--- config.mk ---
export PLATFORM = sky130hd
export DESIGN_NAME = fan_blast_ctrl
export DESIGN_NICKNAME = d
export VERILOG_FILES = /design/src/rtl/fbc_pkg.sv /design/src/rtl/fbc_pin_sync.sv /design/src/rtl/fbc_watchdog.sv /design/src/rtl/fbc_fault_reg.sv /design/src/rtl/fan_blast_ctrl.sv
export SDC_FILE = /design/constraint.sdc
export NUM_CORES = 1
export LEC_CHECK = 0
export BUFFER_PORTS_ARGS = -buffer_cell sky130_fd_sc_hd__buf_2
export CAP_MARGIN = 20
export CORE_ASPECT_RATIO = 0.5
export CORE_MARGIN = 2
export CORE_UTILIZATION = 45
export CTS_CLUSTER_SIZE = 16
export DETAILED_ROUTE_END_ITERATION = 10
export PLACE_DENSITY = 0.8
export SYNTH_ARGS = -nofsm -noshare
export SYNTH_HDL_FRONTEND = slang
export SYNTH_SLANG_ARGS = --single-unit
--- constraint.sdc ---
create_clock -name clk -period 2.51 [get_ports clk]
set_input_delay 0.3765 -clock clk [delete_from_list [all_inputs] [get_ports clk]]
set_output_delay 0.3765 -clock clk [all_outputs]
set_load 0.02 [all_outputs]
--- src/rtl/fbc_pkg.sv ---
package fbc_pkg;

  // Causes of a blast raised in one cycle
  typedef struct packed {
    logic pwr_up;    // pin high when reset released
    logic pin_fall;  // synchronized pin fell
    logic wd_exp;    // serial-access watchdog expired
  } blast_evt_t;

  function automatic logic evt_any(input blast_evt_t e);
    return e.pwr_up | e.pin_fall | e.wd_exp;
  endfunction

endpackage

--- src/rtl/fbc_pin_sync.sv ---
module fbc_pin_sync #(
  parameter int STAGES = 2
) (
  input  logic clk,
  input  logic rst_n,
  input  logic pin,
  output logic lvl,
  output logic fall,
  output logic pwr_up
);
  localparam int SW = $clog2(STAGES + 1);
  localparam logic [SW-1:0] SETTLE_END = SW'(STAGES);

  logic [STAGES-1:0] chain;
  logic              prev;
  logic [SW-1:0]     settle;
  logic              pend;
  logic              settled;

  for (genvar i = 0; i < STAGES; i++) begin : g_stage
    if (i == 0) begin : g_first
      always_ff @(posedge clk or negedge rst_n) begin
        if (!rst_n) chain[i] <= 1'b0;
        else        chain[i] <= pin;
      end
    end else begin : g_next
      always_ff @(posedge clk or negedge rst_n) begin
        if (!rst_n) chain[i] <= 1'b0;
        else        chain[i] <= chain[i-1];
      end
    end
  end

  assign lvl     = chain[STAGES-1];
  assign settled = (settle == SETTLE_END);

  always_ff @(posedge clk or negedge rst_n) begin
    if (!rst_n) begin
      prev   <= 1'b0;
      settle <= '0;
      pend   <= 1'b1;
    end else begin
      prev <= lvl;
      if (!settled) settle <= settle + 1'b1;
      if (pend && settled) pend <= 1'b0;
    end
  end

  // Sample the pin once, as soon as the chain carries its post-reset value
  assign pwr_up = pend & settled & lvl;
  assign fall   = prev & ~lvl;

endmodule

--- src/rtl/fbc_watchdog.sv ---
module fbc_watchdog #(
  parameter int TIMEOUT = 4_500_000,
  localparam int CW = $clog2(TIMEOUT + 1)
) (
  input  logic          clk,
  input  logic          rst_n,
  input  logic          run,
  input  logic          kick,
  output logic          expire,
  output logic [CW-1:0] cnt
);
  localparam logic [CW-1:0] LAST = CW'(TIMEOUT - 1);

  assign expire = run & ~kick & (cnt == LAST);

  always_ff @(posedge clk or negedge rst_n) begin
    if (!rst_n)                     cnt <= '0;
    else if (!run || kick || expire) cnt <= '0;
    else                            cnt <= cnt + 1'b1;
  end

endmodule

--- src/rtl/fbc_fault_reg.sv ---
module fbc_fault_reg
  import fbc_pkg::*;
#(
  parameter int EXT_W = 4
) (
  input  logic             clk,
  input  logic             rst_n,
  input  blast_evt_t       evt,
  input  logic             clr,
  input  logic [EXT_W-1:0] ext_flt,
  output logic             blast_flt,
  output logic             timer_flt,
  output logic             fault_n
);
  // A new event outranks a clear in the same cycle
  always_ff @(posedge clk or negedge rst_n) begin
    if (!rst_n) begin
      blast_flt <= 1'b0;
      timer_flt <= 1'b0;
    end else begin
      if (evt_any(evt)) blast_flt <= 1'b1;
      else if (clr)     blast_flt <= 1'b0;
      if (evt.wd_exp)   timer_flt <= 1'b1;
      else if (clr)     timer_flt <= 1'b0;
    end
  end

  assign fault_n = rst_n & ~(blast_flt | timer_flt | (|ext_flt));

endmodule

--- src/rtl/fan_blast_ctrl.sv ---
module fan_blast_ctrl
  import fbc_pkg::*;
#(
  parameter int DAC_W       = 8,
  parameter int EXT_W       = 4,
  parameter int TIMEOUT     = 4_500_000,
  parameter int SYNC_STAGES = 2
) (
  input  logic             clk,
  input  logic             rst_n,
  input  logic             blast_in,
  input  logic             bus_addressed,
  input  logic             fault_wr,
  input  logic [DAC_W-1:0] dac_code_a,
  input  logic [DAC_W-1:0] dac_code_b,
  input  logic [EXT_W-1:0] ext_flt,
  output logic [DAC_W-1:0] dac_out_a,
  output logic [DAC_W-1:0] dac_out_b,
  output logic             blast_flt,
  output logic             timer_flt,
  output logic             fault_n
);
  localparam int NUM_CH = 2;
  localparam int CW     = $clog2(TIMEOUT + 1);
  localparam logic [DAC_W-1:0] FULL = '1;

  logic          pin_lvl;
  logic          pin_fall;
  logic          pin_pwr_up;
  logic          wd_expire;
  logic [CW-1:0] wd_cnt;
  blast_evt_t    evt;

  fbc_pin_sync #(.STAGES(SYNC_STAGES)) u_sync (
    .clk    (clk),
    .rst_n  (rst_n),
    .pin    (blast_in),
    .lvl    (pin_lvl),
    .fall   (pin_fall),
    .pwr_up (pin_pwr_up)
  );

  fbc_watchdog #(.TIMEOUT(TIMEOUT)) u_wd (
    .clk    (clk),
    .rst_n  (rst_n),
    .run    (pin_lvl),
    .kick   (bus_addressed),
    .expire (wd_expire),
    .cnt    (wd_cnt)
  );

  assign evt.pwr_up   = pin_pwr_up;
  assign evt.pin_fall = pin_fall;
  assign evt.wd_exp   = wd_expire;

  fbc_fault_reg #(.EXT_W(EXT_W)) u_flt (
    .clk       (clk),
    .rst_n     (rst_n),
    .evt       (evt),
    .clr       (fault_wr),
    .ext_flt   (ext_flt),
    .blast_flt (blast_flt),
    .timer_flt (timer_flt),
    .fault_n   (fault_n)
  );

  logic [DAC_W-1:0] code_in [NUM_CH];
  logic [DAC_W-1:0] code_eff[NUM_CH];

  assign code_in[0] = dac_code_a;
  assign code_in[1] = dac_code_b;

  for (genvar ch = 0; ch < NUM_CH; ch++) begin : g_ch
    assign code_eff[ch] = blast_flt ? FULL : code_in[ch];
  end

  assign dac_out_a = code_eff[0];
  assign dac_out_b = code_eff[1];

endmodule

# Word-level counts from Yosys, hierarchy flattened
# Index checks and enable logic that the tools add are counted.
# W data, S select, Z words.
# op_classes
mux	6
eq_ne	2
reduce_logical	7
bitwise_logic	13
addsub	2
# op_table
cell	n
$add A23 B1 Y23 const B	1
$eq A23 B23 Y1 const B	1
$mux W23	1
$mux W8	2
$and A1 B1 Y1	6
$or A1 B1 Y1	4
$reduce_bool A2 Y1	2
$reduce_or A4 Y1	1
$mux W1	3
$not A1 Y1	3
$add A2 B1 Y2 const B	1
$eq A2 B2 Y1 const B	1
$logic_or A1 B1 Y1	2
$logic_and A1 B1 Y1	1
$logic_not A1 Y1	1
# totals
in_bits	25
output_inout_bits	19
register_bits	31
elab_cells	38

# Logic depth before layout (Yosys ltp)
# Gate-level depths: netlist (run 1).
# logic_depth
ltp_word	6
mapped_depth	7
ltp_nobuf	5

# Hierarchy
# A second synthesis (run 1) with hierarchy kept.
# hier_totals
hier_cells	164
area_unflattened_um2	1619.1
# by_module_without_submodules
module	cells_per_inst	area_per_inst_um2	instances	seq_area_each_um2
fbc_watchdog	126	1208.7	1	575.6
fbc_pin_sync	14	203.9	1	151.4
fan_blast_ctrl	17	111.4	1	0.0
fbc_fault_reg	7	95.1	1	50.0

# Worst setup path after synthesis (run 1)
# OpenSTA, ideal clock, no wires.
# synth_path
path_kind	input -> output
start	input port ext_flt[0]
end	output port fault_n
n_path_buf	0
cell_stages	2
setup_slack_ns	0.463
arrival_time_ns	1.671
required_time_ns	2.134
cell_sequence	or4b_2 > nor4_1
# synth_via
elab_chain_cells	4
# synth_rtl
item	line	text
from (decl)	fan_blast_ctrl.sv:16	input logic [EXT_W-1:0] ext_flt,
$reduce_or A4 Y1	fbc_fault_reg.sv:28	assign fault_n = rst_n & ~(blast_flt | timer_flt | (|ext_flt));
$or A1 B1 Y1	fbc_fault_reg.sv:28	
$not A1 Y1	fbc_fault_reg.sv:28	
$and A1 B1 Y1	fbc_fault_reg.sv:28	
to (decl)	fan_blast_ctrl.sv:21	output logic fault_n
# No other way between the ends.

# Worst setup path in the final report (run 1)
# layout_path
start	register u_wd.cnt[8]
end	register u_wd.cnt[17]
# layout_via
elab_chain_cells	4
elab_cells_between_ends	5
cone_classes	add/sub: 1; eq/ne: 1; mux: 1; bitwise: 1; reduce/logical: 1
# layout_rtl
item	line	text
from (decl)	fbc_watchdog.sv:10	output logic [CW-1:0] cnt
from (signal assigned)	fbc_watchdog.sv:19	else cnt <= cnt + 1'b1;
branches (longest 3 deep; another with $add A23 B1 Y23)	-	
$mux W23 *	fbc_watchdog.sv:18	else if (!run || kick || expire) cnt <= '0;
# Every way passes the cells marked *.
# A chain may end at the register's enable or synchronous reset.

==> results of run 1 <==
state kept, by name, indices dropped and copies added, names as in the netlist:
name / cells
u_wd.cnt: 23
u_sync.settle: 2
u_flt.blast_flt: 1
u_flt.timer_flt: 1
u_sync.chain: 1
u_sync.lvl: 1
u_sync.pend: 1
u_sync.prev: 1
cell usage in the layout, fill, tap and decap left out, drive strengths merged, types with 4 or more instances in the layout:
master	count
or3	4
xor2	6
nor3	4
or2	16
nor2	18
buf	46
xnor2	9
nand3	10
nand2	9
inv	5
nand4	8
o21ai	7
nor4	4
clkbuf	6
and4	5
a21oi	6
dfrtp	30
worst reg2reg max path, delay by kind of cell (launching register included):
family           cells  cell delay [ns]
AND/OR/NAND/NOR      3             1.24
flip-flops           1             0.47
AO/OA/AOI/OAI        1             0.14
synth_stat cells:
| cell | count | share of area (%) |
|---|---|---|
| sky130_fd_sc_hd__or2_2 | 16 | 6.1 |
| sky130_fd_sc_hd__mux2_2 | 1 | 0.69 |
| sky130_fd_sc_hd__xnor2_1 | 9 | 4.8 |
| sky130_fd_sc_hd__and3b_1 | 1 | 0.54 |
| sky130_fd_sc_hd__nand2b_1 | 1 | 0.38 |
| sky130_fd_sc_hd__nor4_1 | 4 | 1.5 |
| sky130_fd_sc_hd__nand4_1 | 7 | 2.7 |
| sky130_fd_sc_hd__o21ai_0 | 7 | 2.1 |
| sky130_fd_sc_hd__and4_2 | 1 | 0.61 |
| sky130_fd_sc_hd__nand2_1 | 9 | 2.1 |
| sky130_fd_sc_hd__nor3b_1 | 2 | 0.92 |
| sky130_fd_sc_hd__buf_2 | 3 | 0.92 |
| sky130_fd_sc_hd__nand3_2 | 1 | 0.61 |
| sky130_fd_sc_hd__inv_1 | 5 | 1.1 |
| sky130_fd_sc_hd__and2_1 | 1 | 0.38 |
| sky130_fd_sc_hd__or3_1 | 4 | 1.5 |
| sky130_fd_sc_hd__xor2_1 | 6 | 3.2 |
| sky130_fd_sc_hd__a21oi_1 | 5 | 1.5 |
| sky130_fd_sc_hd__a31oi_1 | 1 | 0.38 |
| sky130_fd_sc_hd__or4_1 | 2 | 0.92 |
| sky130_fd_sc_hd__and3_1 | 1 | 0.38 |
| sky130_fd_sc_hd__nand3_1 | 9 | 2.8 |
| sky130_fd_sc_hd__nor4b_1 | 1 | 0.54 |
| sky130_fd_sc_hd__nor4bb_1 | 1 | 0.61 |
| sky130_fd_sc_hd__nand4_2 | 1 | 0.76 |
| sky130_fd_sc_hd__nor3_1 | 4 | 1.2 |
| sky130_fd_sc_hd__nor2b_1 | 2 | 0.76 |
| sky130_fd_sc_hd__or4b_2 | 1 | 0.61 |
| sky130_fd_sc_hd__nor2_1 | 18 | 4.1 |
| sky130_fd_sc_hd__dfstp_2 | 1 | 1.6 |
| sky130_fd_sc_hd__a21oi_2 | 1 | 0.54 |
| sky130_fd_sc_hd__mux2i_1 | 2 | 1.2 |
| sky130_fd_sc_hd__clkbuf_1 | 4 | 0.92 |
| sky130_fd_sc_hd__dfrtp_1 | 30 | 46 |
| sky130_fd_sc_hd__ha_1 | 2 | 1.5 |
| sky130_fd_sc_hd__o22ai_1 | 2 | 0.76 |
| sky130_fd_sc_hd__and4_1 | 4 | 2.1 |
| sky130_fd_sc_hd__o31ai_1 | 1 | 0.46 |
stage by stage:
| stage | worst slack [ns] | util [%] |
|---|---|---|
| after CTS | 0.603 | 58.6 |
| after global routing | 0.508 | 58.6 |
| after detailed placement | 0.612 | 55.2 |
| after floorplan | 0.463 | - |
| final | 0.602 | 58.6 |
| after global placement | 0.659 | 55.2 |
power by group:
part	switching, mW	leakage [nW]	internal (mW)
Clock	0.185	0.0612	0.321
Combinational	0.0616	0.403	0.0466
Sequential	0.00843	0.415	0.505
per-layer routing:
metal	global-route usage [%]	vias up
met5	0	-
met4	8.06	0
met3	4.84	4
met2	32.7	47
met1	21.3	653
li1	-	694
cells by family (layout without fill, tap and decap cells):
| logic type | count (synthesis) | count (layout) | share of synthesized area (%) |
|---|---|---|---|
| and+or+nand+nor | 91 | 91 | 32.2 |
| DFF | 31 | 31 | 47.5 |
| AOI/OAI and AO/OA | 17 | 17 | 5.81 |
| buffers and inverters | 12 | 59 | 2.98 |
| muxes | 3 | 3 | 1.91 |
| adders and majority gates | 2 | 2 | 1.53 |
| xor gates and xnor gates | 15 | 15 | 8.03 |
final cells by class:
type                    count  area, µm²
clock buffers               6       82.6
well taps                  51       63.8
inverters                   5       18.8
clock inverters             2       35.0
flip-flops and latches     31        777
multi-input cells         128        810
fillers                   314       1430
repair buffers             46        238
worst max-delay path by stage:
stage | end | depth (start not counted)
final | u_wd.cnt[17] | 4
after global routing | u_wd.cnt[17] | 4
after CTS | u_wd.cnt[17] | 4
after detailed placement | u_wd.cnt[17] | 4
after global placement | fault_n | 4
after floorplan | fault_n | 2
==> metrics.md, run 1 <==
| Metric | Value |
|---|---|
| Critical Path AT | `~2.1 ns` |
| Antenna-violating nets left | `0` |
| Sum of routed wire length over all layers | `around 3500 µm` |
| Iteration count of the initial detailed-routing pass | `4` |
| CP cell instances | `nand4_2 -> or4_1 -> or3_1 -> a21oi_2` |
| Data required, critical path | `2.73 ns` |
| Count of mapped cells out of synthesis | `approximately 170` |
| Largest delay share family, worst path | `simple AND/OR/NAND/NOR gates` |
| Half-perimeter wire length after placement | `2630 µm` |
| Top layer used by detailed routing | `met4` |
| Max Cap Viol | `0` |
| Number of buffers inserted to repair setup after CTS | `0` |
| Clk Tree Root Cell | `sky130_fd_sc_hd__clkbuf_8` |
| Clock-pin slew on the worst setup and hold paths | `about 0.07 ns` |
| Initial core utilization | `47.4%` |
| Post-detailed-placement cell area | `0.00191 mm²` |
| R2r endpoint | `u_wd.cnt[17]` |
| WL per Instance | `about 13 µm` |
| Initial drt markers | `56` |
| Post-cts resize count | `0` |
| Mean instance size in the synthesized netlist | `approximately 9.6 µm²` |
| Hold Buf Count CTS | `0` |
| # diodes | `0` |
| Worst setup SP type | `register` |
| Sequential-to-total area share from yosys stat | `approximately 48%` |
| Vias in the first global route | `roughly 1,300` |
| Final worst clock skew | `about 0.0059 ns` |
| Total nets after synthesis | `198` |
| Vert. Die Dim | `46.6 µm` |
| Final estimated routing congestion in global placement | `0.837` |
| Headroom to the max-slew limit | `74.7%` |
| Total Nets Final | `244` |
| Die area | `0.00416 mm²` |
| Met3 Wirelength | `approximately 270 µm` |
| VDD IR-drop max | `around 240 µV` |
| Maximum clock frequency | `about 0.52 GHz` |
| Layout cell share with drive strength beyond 1 | `a little over a third` |
| Placed cell count | `roughly 260` |
| Maximum number of pins on one net before global-route repair | `32` |
| Worst setup startpoint | `u_wd.cnt[8]` |
| Reg-to-Reg Start | `u_wd.cnt[8]` |
| Crit path capture type | `register` |
| CTS Buf Count | `5` |
| Detail-routed via count per cell | `5.20` |
| Area of the core region | `0.00345 mm²` |
| Synth-to-Final Area Change | `23.8%` |
| Maximum level of the CTS H-tree | `2` |
| Final setup violation count | `0` |
| Path class of the lowest-slack min-delay path | `in -> async` |
| Stage delay of the slowest cell on the critical path | `between 0.6 and 0.7 ns` |
| Power density of the placed cells | `~560 mW/mm²` |
| Buffer depth of the longest clock path | `2` |
| Warnings, synthesis | `0` |
| Hold Slack | `0.148 ns` |
| Routed length on met2 | `approximately 1700 µm` |
| Sink Count | `31` |
| Slew Limit Fails | `0` |
| Design area | `approximately 0.002 mm²` |
| Antenna violations before repair | `0` |
| Type of the setup path with the least slack | `reg -> reg` |
| Horizontal extent of the die | `slightly below 90 µm` |
| Final hold violation count | `0` |
| Number of vias in the routed layout | `around 1,400` |
| Worst-Margin Slew | `approximately 0.38 ns` |
| Number of buffer and inverter instances along the worst setup path | `0` |
| Final Cycle Share | `between 70% and 80%` |
| Count of input and output buffers | `43` |
| Run status | `complete, no violations` |
| DRC violation count after routing | `0` |
| First-pass GRT wire length | `about 5500 µm` |
| Number of core rows | `15` |
| Detailed-route wire length on metal 1 | `1550 µm` |
| Gr usage total | `18.3%` |
| Aggregate global routing overflow | `0` |
| Logic depth of the worst register-to-register path | `4` |
| Insertion delay to the later sink of the worst-skew pair | `slightly below 0.3 ns` |
| Critical path fanouts, max | `7` |
| Clock tree from TritonCTS | `built` |
| Distinct cells, synth | `38` |
| Final non-filler cell total | `around 270` |
| Aggregate negative setup slack | `0 ns` |
| Overall power | `about 1.1 mW` |
| Setup repair after global routing missed its margin | `no` |
| I/O pin cnt | `between 40 and 50` |
| Register bit total from synthesis | `31` |
| Leakage power summed over all cells | `slightly below 0.9 nW` |
| Worst path slowest cell | `sky130_fd_sc_hd__or4_1` |
| Netlist area before placement | `roughly 0.0016 mm²` |
| Setup slack of the most critical reg-to-reg path | `between 0.6 and 0.7 ns` |
| Min Clock Period, post-route | `1.91 ns` |
No activity file was read; power rests on OpenSTA's default activity.
==> run 2: changes to the inputs <==
Settings changed: ABC_AREA from default to 1, PLACE_DENSITY 0.8 to 0.82.
Clock period 2.51 ns to 1.7 ns, I/O delays scaled along.
==> metrics.md, run 2 <==
| Metric | Value |
|---|---|
| Run status | `complete, no violations` |
| Path class of the lowest-slack min-delay path | `in -> async` |
| Area share of fa/ha/maj cells after synthesis | `1.45% (-0.082 points)` |
| Final worst clock skew | `0.00964 ns (+0.00374 ns)` |
| Multi-input logic area | `882 µm² (+9.0%)` |
| Mean instance size in the synthesized netlist | `7.68 µm² (-20%)` |
| First-pass GRT wire length | `6100 µm (+11%)` |
| Final hold violation count | `0 (unchanged)` |
| Share of Yosys cell area claimed by the top area cell type | `43.4% (-2.5 points)` |
| Most used standard cells in the synthesized netlist | `57 x sky130_fd_sc_hd__nand2_1, 56 x sky130_fd_sc_hd__nor2_1, 30 x sky130_fd_sc_hd__dfrtp_1` |
| Final setup violation count | `0 (unchanged)` |
| Sequential cell area | `778 µm² (+0.16%)` |
| Critical path fanouts, max | `19 (+12)` |
| Largest regs | `u_wd.cnt (23), u_sync.settle (2)` |
| Reg-to-Reg Start | `u_wd.cnt[0]` |
| Count of input and output buffers | `43 (unchanged)` |
| Number of enable flip-flop cells after synthesis | `0 (unchanged)` |
| Stage delay of the slowest cell on the critical path | `0.49 ns (-0.17 ns)` |
| Maximum clock frequency | `around 0.6 GHz` |
| Final non-filler cell total | `327 (+22%)` |
| Async set or reset register ratio after synthesis | `100% (unchanged)` |
| WL per Instance | `11.6 µm (-11%)` |
| Crit path capture type | `output port` |
| Clock-pin slew on the worst setup and hold paths | `0.07 ns (about the same)` |
| Sequential-to-total area share from yosys stat | `45.0% (-2.5 points)` |
| Synth-to-Final Area Change | `22.6%` |
| # diodes | `0 (unchanged)` |
| Insertion delay to the later sink of the worst-skew pair | `0.28 ns (about the same)` |
| CP cell instances | `nor4_1 -> and3_1 -> buf_2` |
| Vias in the first global route | `1,353 (+6.6%)` |
| Final estimated routing congestion in global placement | `0.887 (+6.0%)` |
| VDD IR-drop max | `245 µV (+3.7%)` |
| Maximum level of the CTS H-tree | `2 (unchanged)` |
| Layout cell share with drive strength beyond 1 | `29.0% (-6.3 points)` |
| Antenna-violating nets left | `0 (unchanged)` |
| Total nets after synthesis | `252 (+27%)` |
| Sink Count | `31 (unchanged)` |
| R2r endpoint | `u_wd.cnt[14]` |
| Switching fraction of total power | `24.4% (+1.7 points)` |
| Detail-routed via count per cell | `4.85 (-6.7%)` |
| Iteration count of the initial detailed-routing pass | `4 (unchanged)` |
| Area fraction in and, or, nand and nor cells after synthesis | `39.0% (+6.8 points)` |
| Maximum number of pins on one net before global-route repair | `32 (unchanged)` |
| Slew Limit Fails | `0 (unchanged)` |
| Total Nets Final | `302 (+24%)` |
| Horizontal extent of the die | `91.6 µm (+2.7%)` |
| Pint | `1.14 mW (+31%)` |
| Area of the core region | `0.00355 mm² (+2.7%)` |
| Commonest cells after routing, fill and taps aside | `57 x sky130_fd_sc_hd__nand2_1, 56 x sky130_fd_sc_hd__nor2_1, 43 x sky130_fd_sc_hd__buf_2` |
| Number of buffers inserted to repair setup after CTS | `0 (unchanged)` |
| Max Cap Viol | `0 (unchanged)` |
| Multiplexer fraction of the synthesized cell area | `0% (-1.9 points)` |
| Main combinational cell family by area after synthesis | `simple AND/OR/NAND/NOR gates` |
| Min Clock Period, post-route | `between 1.5 and 2 ns` |
| Final Cycle Share | `a little over nine tenths` |
| Most frequently used cell type in the post-synthesis netlist | `sky130_fd_sc_hd__nand2_1` |
| Antenna violations before repair | `0 (unchanged)` |
| Count of mapped cells out of synthesis | `225 (+32%)` |
| Worst-Margin Slew | `0.381 ns (+0.00400 ns)` |
| Logic depth of the worst register-to-register path | `7 (+3)` |
| Worst setup SP type | `register` |
| Netlist area before placement | `0.00173 mm² (+5.7%)` |
| Largest reg by FF count | `u_wd.cnt` |
| Data required, critical path | `1.44 ns (-1.29 ns)` |
| Most area-consuming cells after synthesis | `sky130_fd_sc_hd__dfrtp_1 43%, sky130_fd_sc_hd__nand2_1 12%, sky130_fd_sc_hd__nor2_1 12%` |
| DRC violation count after routing | `0 (unchanged)` |
| Clk Tree Root Cell | `sky130_fd_sc_hd__clkbuf_8` |
| Overall power | `1.51 mW (+34%)` |
| Die area | `0.00438 mm² (+5.3%)` |
| Worst path slowest cell | `sky130_fd_sc_hd__dfrtp_2` |
| Distinct cells, synth | `25 (-34%)` |
| Vert. Die Dim | `47.8 µm (+2.6%)` |
| Placed cell count | `319 (+22%)` |
| Critical Path AT | `1.36 ns (-0.77 ns)` |
| Half-perimeter wire length after placement | `2940 µm (+12%)` |
| Number of vias in the routed layout | `1,586 (+13%)` |
| Setup repair after global routing missed its margin | `no` |
| Type of the setup path with the least slack | `reg -> out` |
| Gr usage total | `18.3% (-0.019 points)` |
| Clock network fraction of total power | `39.0% (-5.9 points)` |
| Number of core rows | `15 (unchanged)` |
| Total of fill cells in the finished design | `304 (-3.2%)` |
| Initial core utilization | `48.7% (+1.4 points)` |
| Aggregate global routing overflow | `0 (unchanged)` |
| Post-Synth XOR/XNOR Area | `6.59% (-1.4 points)` |
| Most used flip-flop cell after synthesis | `sky130_fd_sc_hd__dfrtp_1` |
| Register share of total power | `50.1% (+4.6 points)` |
| Register bit total from synthesis | `31 (unchanged)` |
| Post-synthesis cell type with the largest combined area | `sky130_fd_sc_hd__dfrtp_1` |
| Setup slack of the most critical reg-to-reg path | `0.18 ns (-0.42 ns)` |
| Initial drt markers | `99 (+77%)` |
| Max reg flops | `23 (unchanged)` |
| Leakage power summed over all cells | `0.903 nW (+2.7%)` |
| Most common library cell in the layout ignoring fill and taps | `sky130_fd_sc_hd__nand2_1` |
| Buffer depth of the longest clock path | `2 (unchanged)` |
| Power density of the placed cells | `714 mW/mm² (+28%)` |
| Clock tree from TritonCTS | `built` |
| I/O pin cnt | `44 (unchanged)` |
| Headroom to the max-slew limit | `74.6% (about the same)` |
| Sum of routed wire length over all layers | `3790 µm (+7.8%)` |
| Warnings, synthesis | `0 (unchanged)` |
| Compound-cell area share of the yosys netlist | `3.40% (-2.4 points)` |
| Logic pwr share | `10.9% (+1.3 points)` |
| CTS Buf Count | `5 (unchanged)` |
| Aggregate negative setup slack | `0 ns (unchanged)` |
| Switching power | `368 µW (+44%)` |
==> run 2: cell count changes in the layout (fill, tap and decap cells not counted), moves of 4 or more <==
| cell | change |
|---|---|
| sky130_fd_sc_hd__xnor2_1 | -4 |
| sky130_fd_sc_hd__o21ai_0 | -4 |
| sky130_fd_sc_hd__nand2_1 | +48 |
| sky130_fd_sc_hd__and4_1 | -4 |
| sky130_fd_sc_hd__nand4_1 | -4 |
| sky130_fd_sc_hd__or3_1 | -4 |
| sky130_fd_sc_hd__o21bai_1 | +4 |
| sky130_fd_sc_hd__nor2_1 | +38 |
| sky130_fd_sc_hd__nor3_1 | -4 |
| sky130_fd_sc_hd__inv_1 | +8 |
==> run 2: cell type report <==
class,instances,share of cell area [%]
flip-flops and latches,31,36.7
clock inverters,1,0.236
repair buffers,46,11.8
multi-input cells,177,41.6
well taps,51,3.01
clock buffers,7,4.08
inverters,14,2.48
==> run 2: through the flow <==
step	utilization, %	setup slack, ns	instance area, µm²	hold slack, ns
CTS	59.4	0.0101	2110	0.0284
global route	59.7	0.0229	2120	0.0476
finish	59.7	0.0831	2120	0.0184
global placement	56.8	0.218	2020	0.332
floorplan	-	0.318	1730	-0.0406
detailed placement	56.8	0.127	2020	0.336
==> run 2: worst max path at each step <==
stage	startpoint	endpoint	cells past startpoint
detailed placement	u_wd.cnt[0]	u_wd.cnt[14]	7
global placement	u_wd.cnt[0]	u_wd.cnt[13]	7
global route	u_flt.blast_flt	fault_n	3
finish	u_flt.blast_flt	fault_n	3
CTS	u_flt.blast_flt	fault_n	3
floorplan	u_wd.cnt[0]	u_wd.cnt[13]	7
==> run 2: cell families after synthesis <==
family,Yosys count
fa+ha+maj,2
buf+inv,17
compound gates,9
flops,31
simple gates,153
xor+xnor,13
==> run 2: power by group through the flow <==
stage / Clock, mW / Combinational, mW / Sequential [mW]
3_5_place_dp: 0 / 0.167 / 0.771
2_1_floorplan: 0 / 0.0893 / 0.768
3_3_place_gp: 0 / 0.164 / 0.769
6_report: 0.590 / 0.165 / 0.757
4_1_cts: 0.604 / 0.167 / 0.757
5_1_grt: 0.639 / 0.179 / 0.759
==> run 2: timing repair <==
item,in CTS,in global routing
gates resized for setup,0,3
setup endpoints to repair,0,13
hold buffers,0,0
==> run 2: metal layers <==
metal  vias up  routed length (µm)  track usage, %
li1        806                   -               -
met2        62                1690            32.4
met5         -                   0               0
met4         0                  40            6.97
met1       712                1740            22.2
met3         6                 325            5.67
==> run 2: critical path: cells and delay by family (launching register included) <==
kind | cells | cell delay, ns
buffers and inverters | 1 | 0.15
DFF | 1 | 0.49
and+or+nand+nor | 2 | 0.44
